**config.mk**
```make
export PLATFORM = sky130hd
export DESIGN_NAME = tcap_unit
export DESIGN_NICKNAME = d
export VERILOG_FILES = /design/src/rtl/tcap_pkg.sv /design/src/rtl/tcap_pin_cond.sv /design/src/rtl/tcap_edge_det.sv /design/src/rtl/tcap_trig_route.sv /design/src/rtl/tcap_unit.sv
export SDC_FILE = /design/constraint.sdc
export NUM_CORES = 1
export LEC_CHECK = 0
export BUFFER_PORTS_ARGS = -buffer_cell sky130_fd_sc_hd__buf_2
export CAP_MARGIN = 0
export CORE_MARGIN = 2
export CORE_UTILIZATION = 34
export DETAILED_ROUTE_END_ITERATION = 16
export GPL_ROUTABILITY_DRIVEN = 0
export GPL_TIMING_DRIVEN = 0
export PLACE_DENSITY = 0.66
export SLEW_MARGIN = 20
export SYNTH_ARGS = -nofsm -noshare
export SYNTH_HDL_FRONTEND = slang
export SYNTH_HIERARCHICAL = 1
export SYNTH_SLANG_ARGS = --single-unit
```
**constraint.sdc**
```tcl
create_clock -name clk -period 4.5 [get_ports clk]
set_clock_uncertainty 0.2 [all_clocks]
set_input_delay 1.125 -clock clk [delete_from_list [all_inputs] [get_ports clk]]
set_output_delay 1.125 -clock clk [all_outputs]
set_load 0.01 [all_outputs]
```
**src/rtl/tcap_pkg.sv**
```systemverilog
package tcap_pkg;

    typedef enum logic [1:0] {
        EDGE_FALL = 2'b00,
        EDGE_RISE = 2'b01,
        EDGE_BOTH = 2'b10,
        EDGE_NONE = 2'b11
    } edge_mode_e;

    typedef enum logic {
        FN_STORE = 1'b0,
        FN_CLEAR = 1'b1
    } cap_func_e;

    typedef struct packed {
        logic rise;
        logic fall;
    } edge_evt_t;

    function automatic logic edge_match(edge_mode_e mode, edge_evt_t ev);
        case (mode)
            EDGE_FALL: return ev.fall;
            EDGE_RISE: return ev.rise;
            EDGE_BOTH: return ev.rise | ev.fall;
            default:   return 1'b0;
        endcase
    endfunction

endpackage

```
**src/rtl/tcap_pin_cond.sv**
```systemverilog
module tcap_pin_cond #(
    parameter int SYNC_STAGES = 2,
    parameter int DB_SAMPLES  = 3
) (
    input  logic clk,
    input  logic rst,
    input  logic pin,
    input  logic dbnc_en,
    output logic level
);
    localparam int DB_CW = $clog2(DB_SAMPLES + 1);
    localparam logic [DB_CW-1:0] DB_LAST = DB_CW'(DB_SAMPLES - 1);

    logic [SYNC_STAGES-1:0] sync_q;
    logic                   sync_lvl;
    logic                   db_lvl;
    logic [DB_CW-1:0]       db_cnt;

    always_ff @(posedge clk) begin
        if (rst) sync_q <= '0;
        else     sync_q <= {sync_q[SYNC_STAGES-2:0], pin};
    end

    assign sync_lvl = sync_q[SYNC_STAGES-1];

    // a differing level must be seen DB_SAMPLES times in a row
    always_ff @(posedge clk) begin
        if (rst) begin
            db_lvl <= 1'b0;
            db_cnt <= '0;
        end else if (sync_lvl == db_lvl) begin
            db_cnt <= '0;
        end else if (db_cnt == DB_LAST) begin
            db_lvl <= sync_lvl;
            db_cnt <= '0;
        end else begin
            db_cnt <= db_cnt + 1'b1;
        end
    end

    assign level = dbnc_en ? db_lvl : sync_lvl;

endmodule

```
**src/rtl/tcap_edge_det.sv**
```systemverilog
module tcap_edge_det
    import tcap_pkg::*;
(
    input  logic       clk,
    input  logic       rst,
    input  logic       level,
    input  logic       enable,
    input  edge_mode_e mode,
    output logic       hit
);
    logic      prev_q;
    edge_evt_t ev;

    always_ff @(posedge clk) begin
        if (rst) prev_q <= 1'b0;
        else     prev_q <= level;
    end

    always_comb begin
        ev.rise = level & ~prev_q;
        ev.fall = ~level & prev_q;
    end

    assign hit = enable & edge_match(mode, ev);

endmodule

```
**src/rtl/tcap_trig_route.sv**
```systemverilog
module tcap_trig_route #(
    parameter int NUM_TRIG = 3
) (
    input  logic                clk,
    input  logic                rst,
    input  logic                timeout_evt,
    input  logic                cap_evt,
    input  logic                src_sel,
    input  logic [NUM_TRIG-1:0] trig_en,
    output logic [NUM_TRIG-1:0] trig_out
);
    logic src, src_q, src_rise;

    assign src = src_sel ? cap_evt : timeout_evt;

    always_ff @(posedge clk) begin
        if (rst) src_q <= 1'b0;
        else     src_q <= src;
    end

    assign src_rise = src & ~src_q;

    for (genvar i = 0; i < NUM_TRIG; i++) begin : g_lane
        always_ff @(posedge clk) begin
            if (rst) trig_out[i] <= 1'b0;
            else     trig_out[i] <= src_rise & trig_en[i];
        end
    end

endmodule

```
**src/rtl/tcap_unit.sv**
```systemverilog
module tcap_unit
    import tcap_pkg::*;
#(
    parameter int CNT_W       = 24,
    parameter int SYNC_STAGES = 2,
    parameter int DB_SAMPLES  = 3,
    parameter int NUM_TRIG    = 3
) (
    input  logic                clk,
    input  logic                rst,
    input  logic                cap_pin,
    input  logic                cap_en,
    input  logic [1:0]          edge_sel,
    input  logic                func_sel,
    input  logic                dbnc_en,
    input  logic                cap_irq_en,
    input  logic                flag_clr,
    input  logic [CNT_W-1:0]    timer_count,
    input  logic                timeout_evt,
    input  logic                trig_src_sel,
    input  logic [NUM_TRIG-1:0] trig_en,
    output logic [CNT_W-1:0]    cap_value,
    output logic                cap_flag,
    output logic                cap_irq,
    output logic                cnt_reset_req,
    output logic [NUM_TRIG-1:0] trig_out
);
    logic      pin_lvl;
    logic      edge_hit;
    cap_func_e func;

    assign func = cap_func_e'(func_sel);

    tcap_pin_cond #(
        .SYNC_STAGES(SYNC_STAGES),
        .DB_SAMPLES (DB_SAMPLES)
    ) u_pin (
        .clk    (clk),
        .rst    (rst),
        .pin    (cap_pin),
        .dbnc_en(dbnc_en),
        .level  (pin_lvl)
    );

    tcap_edge_det u_edge (
        .clk   (clk),
        .rst   (rst),
        .level (pin_lvl),
        .enable(cap_en),
        .mode  (edge_mode_e'(edge_sel)),
        .hit   (edge_hit)
    );

    always_ff @(posedge clk) begin
        if (rst) begin
            cap_value     <= '0;
            cap_flag      <= 1'b0;
            cnt_reset_req <= 1'b0;
        end else begin
            cnt_reset_req <= edge_hit && (func == FN_CLEAR);
            if (edge_hit && func == FN_STORE && !cap_flag)
                cap_value <= timer_count;
            if (edge_hit)
                cap_flag <= 1'b1;
            else if (flag_clr)
                cap_flag <= 1'b0;
        end
    end

    assign cap_irq = cap_flag & cap_irq_en;

    tcap_trig_route #(.NUM_TRIG(NUM_TRIG)) u_route (
        .clk        (clk),
        .rst        (rst),
        .timeout_evt(timeout_evt),
        .cap_evt    (edge_hit),
        .src_sel    (trig_src_sel),
        .trig_en    (trig_en),
        .trig_out   (trig_out)
    );

endmodule

```
==> results.toml <==
[worst_setup_path]
path_cells = "buf_2, mux2_2, inv_1, ha_1, nand4bb_1, o21ai_1, nor3b_2, buf_6, buf_12, mux2i_1"
critical_path_required_ns = 4.51
worstSetupEndpointType = "flip-flop"
critical-path-top-delay-family = "multiplexers"
cpMaxStageDelayCell = "mux2_2"
crit_arrival_ns = 2.96
slowest_delay_ns = 0.34
crit_fanout = 10
critPathKind = "in2reg"
worst-path-buf-inv = 4
cp-start-kind = "input pin"

[layout]
fillerInstances = 431
nNetsFinal = 264
final_layout_size_suffix_gt1_share_pct = 35.4
regArea_um2 = 721
area_delta_synth_final_pct = 31.8
multi_input_area_um2 = 751
final_util_pct = 46.8
n_antenna_cell = 0

[power]
power_switching_w = 0.000129
combPwrFrac_pct = 8.2
p_sw_share_pct = 21.4
p_clk_share_pct = 38.2
power_w = 0.000605
vdd_drop_max_uv = 167
p_leak_nw = 0.889
sequentialPowerShare_pct = 53.6
power-per-cell-area_nw_per_um2 = 295
intPower_w = 0.000476

[clock_tree]
cts_tree = "done"
post_cts_buffers = 0
numCtsBuffers = 5
clock_path_buffers = 2
postCtsResizedCells = 0
clock_latency_ns = 0.28
htreeDepth = 2
hold_buffers = 0
cts_root_buf = "clkbuf_8"
cts.clk_slew.worst_paths_ns = 0.07
cts_sinks = 36

[sta]
relSlewSlack_pct = 73.6
tightest_slew_ns = 0.395
setup-tns-final_ns = 0
finalHoldViolCount = 0
finalMaxSlewViolations = 0
final.min_clock_period_ns = 2.95
rsz0062_at_grt = "false"
finalSetupViolations = 0
fmax_mhz = 339
fin_crit_sh_pct = 65.6

[synth]
netlist_area_um2 = 1560
synthDistinctLibCells = 20
synth_edf_count = 0
syn-num-nets = 189
ys_top_cells_by_count = "nand2b_1, dfxtp_1, mux2i_1"
syn_avg_cell_area_um2 = 10.6
yosysWarnings = 6
ys_seq_area_share_pct = 46.3
synthArstFlopShare_pct = 0
synth_top_area_share_pct = 46.3
synth_most_common_cell = "nand2b_1"
synth_top_cell_by_area = "dfxtp_1"
ys_ff_latch = 36
synth_area_leaders = "dfxtp_1, nand2b_1, mux2i_1"
synth_ff_type = "dfxtp_1"
synth_cells = 147

[place]
dp_hpwl_mm = 2.34
port_buffers = 68

[hold_path]
min_path_type = "reg2reg"

[die]
initial_core_util_pct = 35.5
io_pins = 69
die_w_um = 71.7
die_area_um2 = 5140
core-area_um2 = 4380
num_rows = 24
die_y_um = 71.7

[status]
status = "finished, final reports clean"

[drt]
dr_total_vias = 1214
drt_iter0_drc = 42
drc = 0
dr.pass1.iters = 4
final_antenna_net_count = 0
wire_per_inst_um = 11.2
avgViaCountPerCell = 4.41
drt-total-wl_mm = 3.09

[global_route]
grt_remaining_overflow = 0
antenna_found_initial = 0
grt.total_usage_pct = 13.5
grt_start_max_net_pins = 16
grt_first_pass_wirelength_mm = 5.48
grt_pass1_vias = 1246

[flow_run]
maxCapViolCount = 0
==> area by class of cell <==
cell class / count / area share, %
inverters: 4 / 0.732
clock buffers: 8 / 4.39
multi-input cells: 99 / 36.6
repair buffers: 68 / 16.6
flip-flops and latches: 36 / 35.1
well taps: 52 / 3.17
plain buffers: 8 / 3.41
==> power by group through the flow <==
stage	registers, W	clock network, W	logic, W
5_1_grt	0.000325	0.000257	0.0000559
6_report	0.000325	0.000231	0.0000495
3_3_place_gp	0.000332	0	0.0000501
3_5_place_dp	0.000332	0	0.0000506
4_1_cts	0.000325	0.000238	0.0000507
2_1_floorplan	0.000333	0	0.0000235
==> final timing paths <==
kind                              start                          to  slack (ns)  cells past startpoint
max reg2reg   u_pin/db_lvl$_SDFFE_PP0P_   cap_value[9]$_SDFFE_PP0P_        2.22                      9
max                             dbnc_en   cap_value[9]$_SDFFE_PP0P_        1.55                     10
min          u_pin/db_cnt[0]$_SDFF_PP0_  u_pin/db_cnt[0]$_SDFF_PP0_        0.22                      1
min reg2reg  u_pin/db_cnt[0]$_SDFF_PP0_  u_pin/db_cnt[0]$_SDFF_PP0_        0.22                      1
==> per-stage QoR <==
stage               setup WS (ns)  std cells  hold WS [ns]  area [µm²]
finish                       1.55        275         0.216        2050
global route                 1.38        275         0.236        2050
CTS                          1.53        275         0.222        2050
detailed placement           1.23        267         0.214        1960
global placement             1.27        267         0.214        1960
floorplan                    1.55        147         0.199        1560
==> cell usage in the layout, fill, tap and decap left out, drive strengths merged, types with 2 or more instances in the layout <==
cell type | netlist | routed
nor4 | 2 | 2
nand2b | 50 | 50
nor2 | 4 | 4
ha | 3 | 3
nor2b | 2 | 2
nor4b | 3 | 3
inv | 4 | 4
buf | 3 | 71
clkbuf | 5 | 13
dfxtp | 36 | 36
mux2i | 27 | 27
==> sequential cells by signal, summed over array words and instances (netlist names) <==
name / flops
u_route/trig_out: 3
cnt_reset_req: 1
cap_value: 24
u_route/src_q: 1
u_pin/db_cnt: 2
u_pin/db_lvl: 1
u_pin/sync_q: 2
cap_flag: 1
u_edge/prev_q: 1
==> worst reg2reg max path: cells and delay by family (launching register included) <==
family	cells	cell delay, ns
multiplexers	2	0.48
AND/OR/NAND/NOR	2	0.43
buffers and inverters	3	0.40
flip-flops	1	0.33
adder cells (fa/ha/maj)	1	0.22
AO/OA/AOI/OAI	1	0.18
==> layer usage <==
| metal | track usage (%) | wire [µm] | vias to the layer above |
|---|---|---|---|
| li1 | - | - | 629 |
| met1 | 16.5 | 1410 | 548 |
| met2 | 21.6 | 1450 | 33 |
| met3 | 4.08 | 195 | 4 |
| met4 | 6.29 | 35 | 0 |
| met5 | 0 | 0 | - |
==> logic make-up after synthesis <==
kind of cell | after synthesis | synth area share, %
AND/OR/NAND/NOR | 65 | 26.5
flip-flops | 36 | 46.3
multiplexers | 28 | 18.1
buffers and inverters | 12 | 5.47
adder cells (fa/ha/maj) | 3 | 2.41
AO/OA/AOI/OAI | 2 | 0.642
XOR/XNOR | 1 | 0.563
No activity file was read; power rests on OpenSTA's default activity.
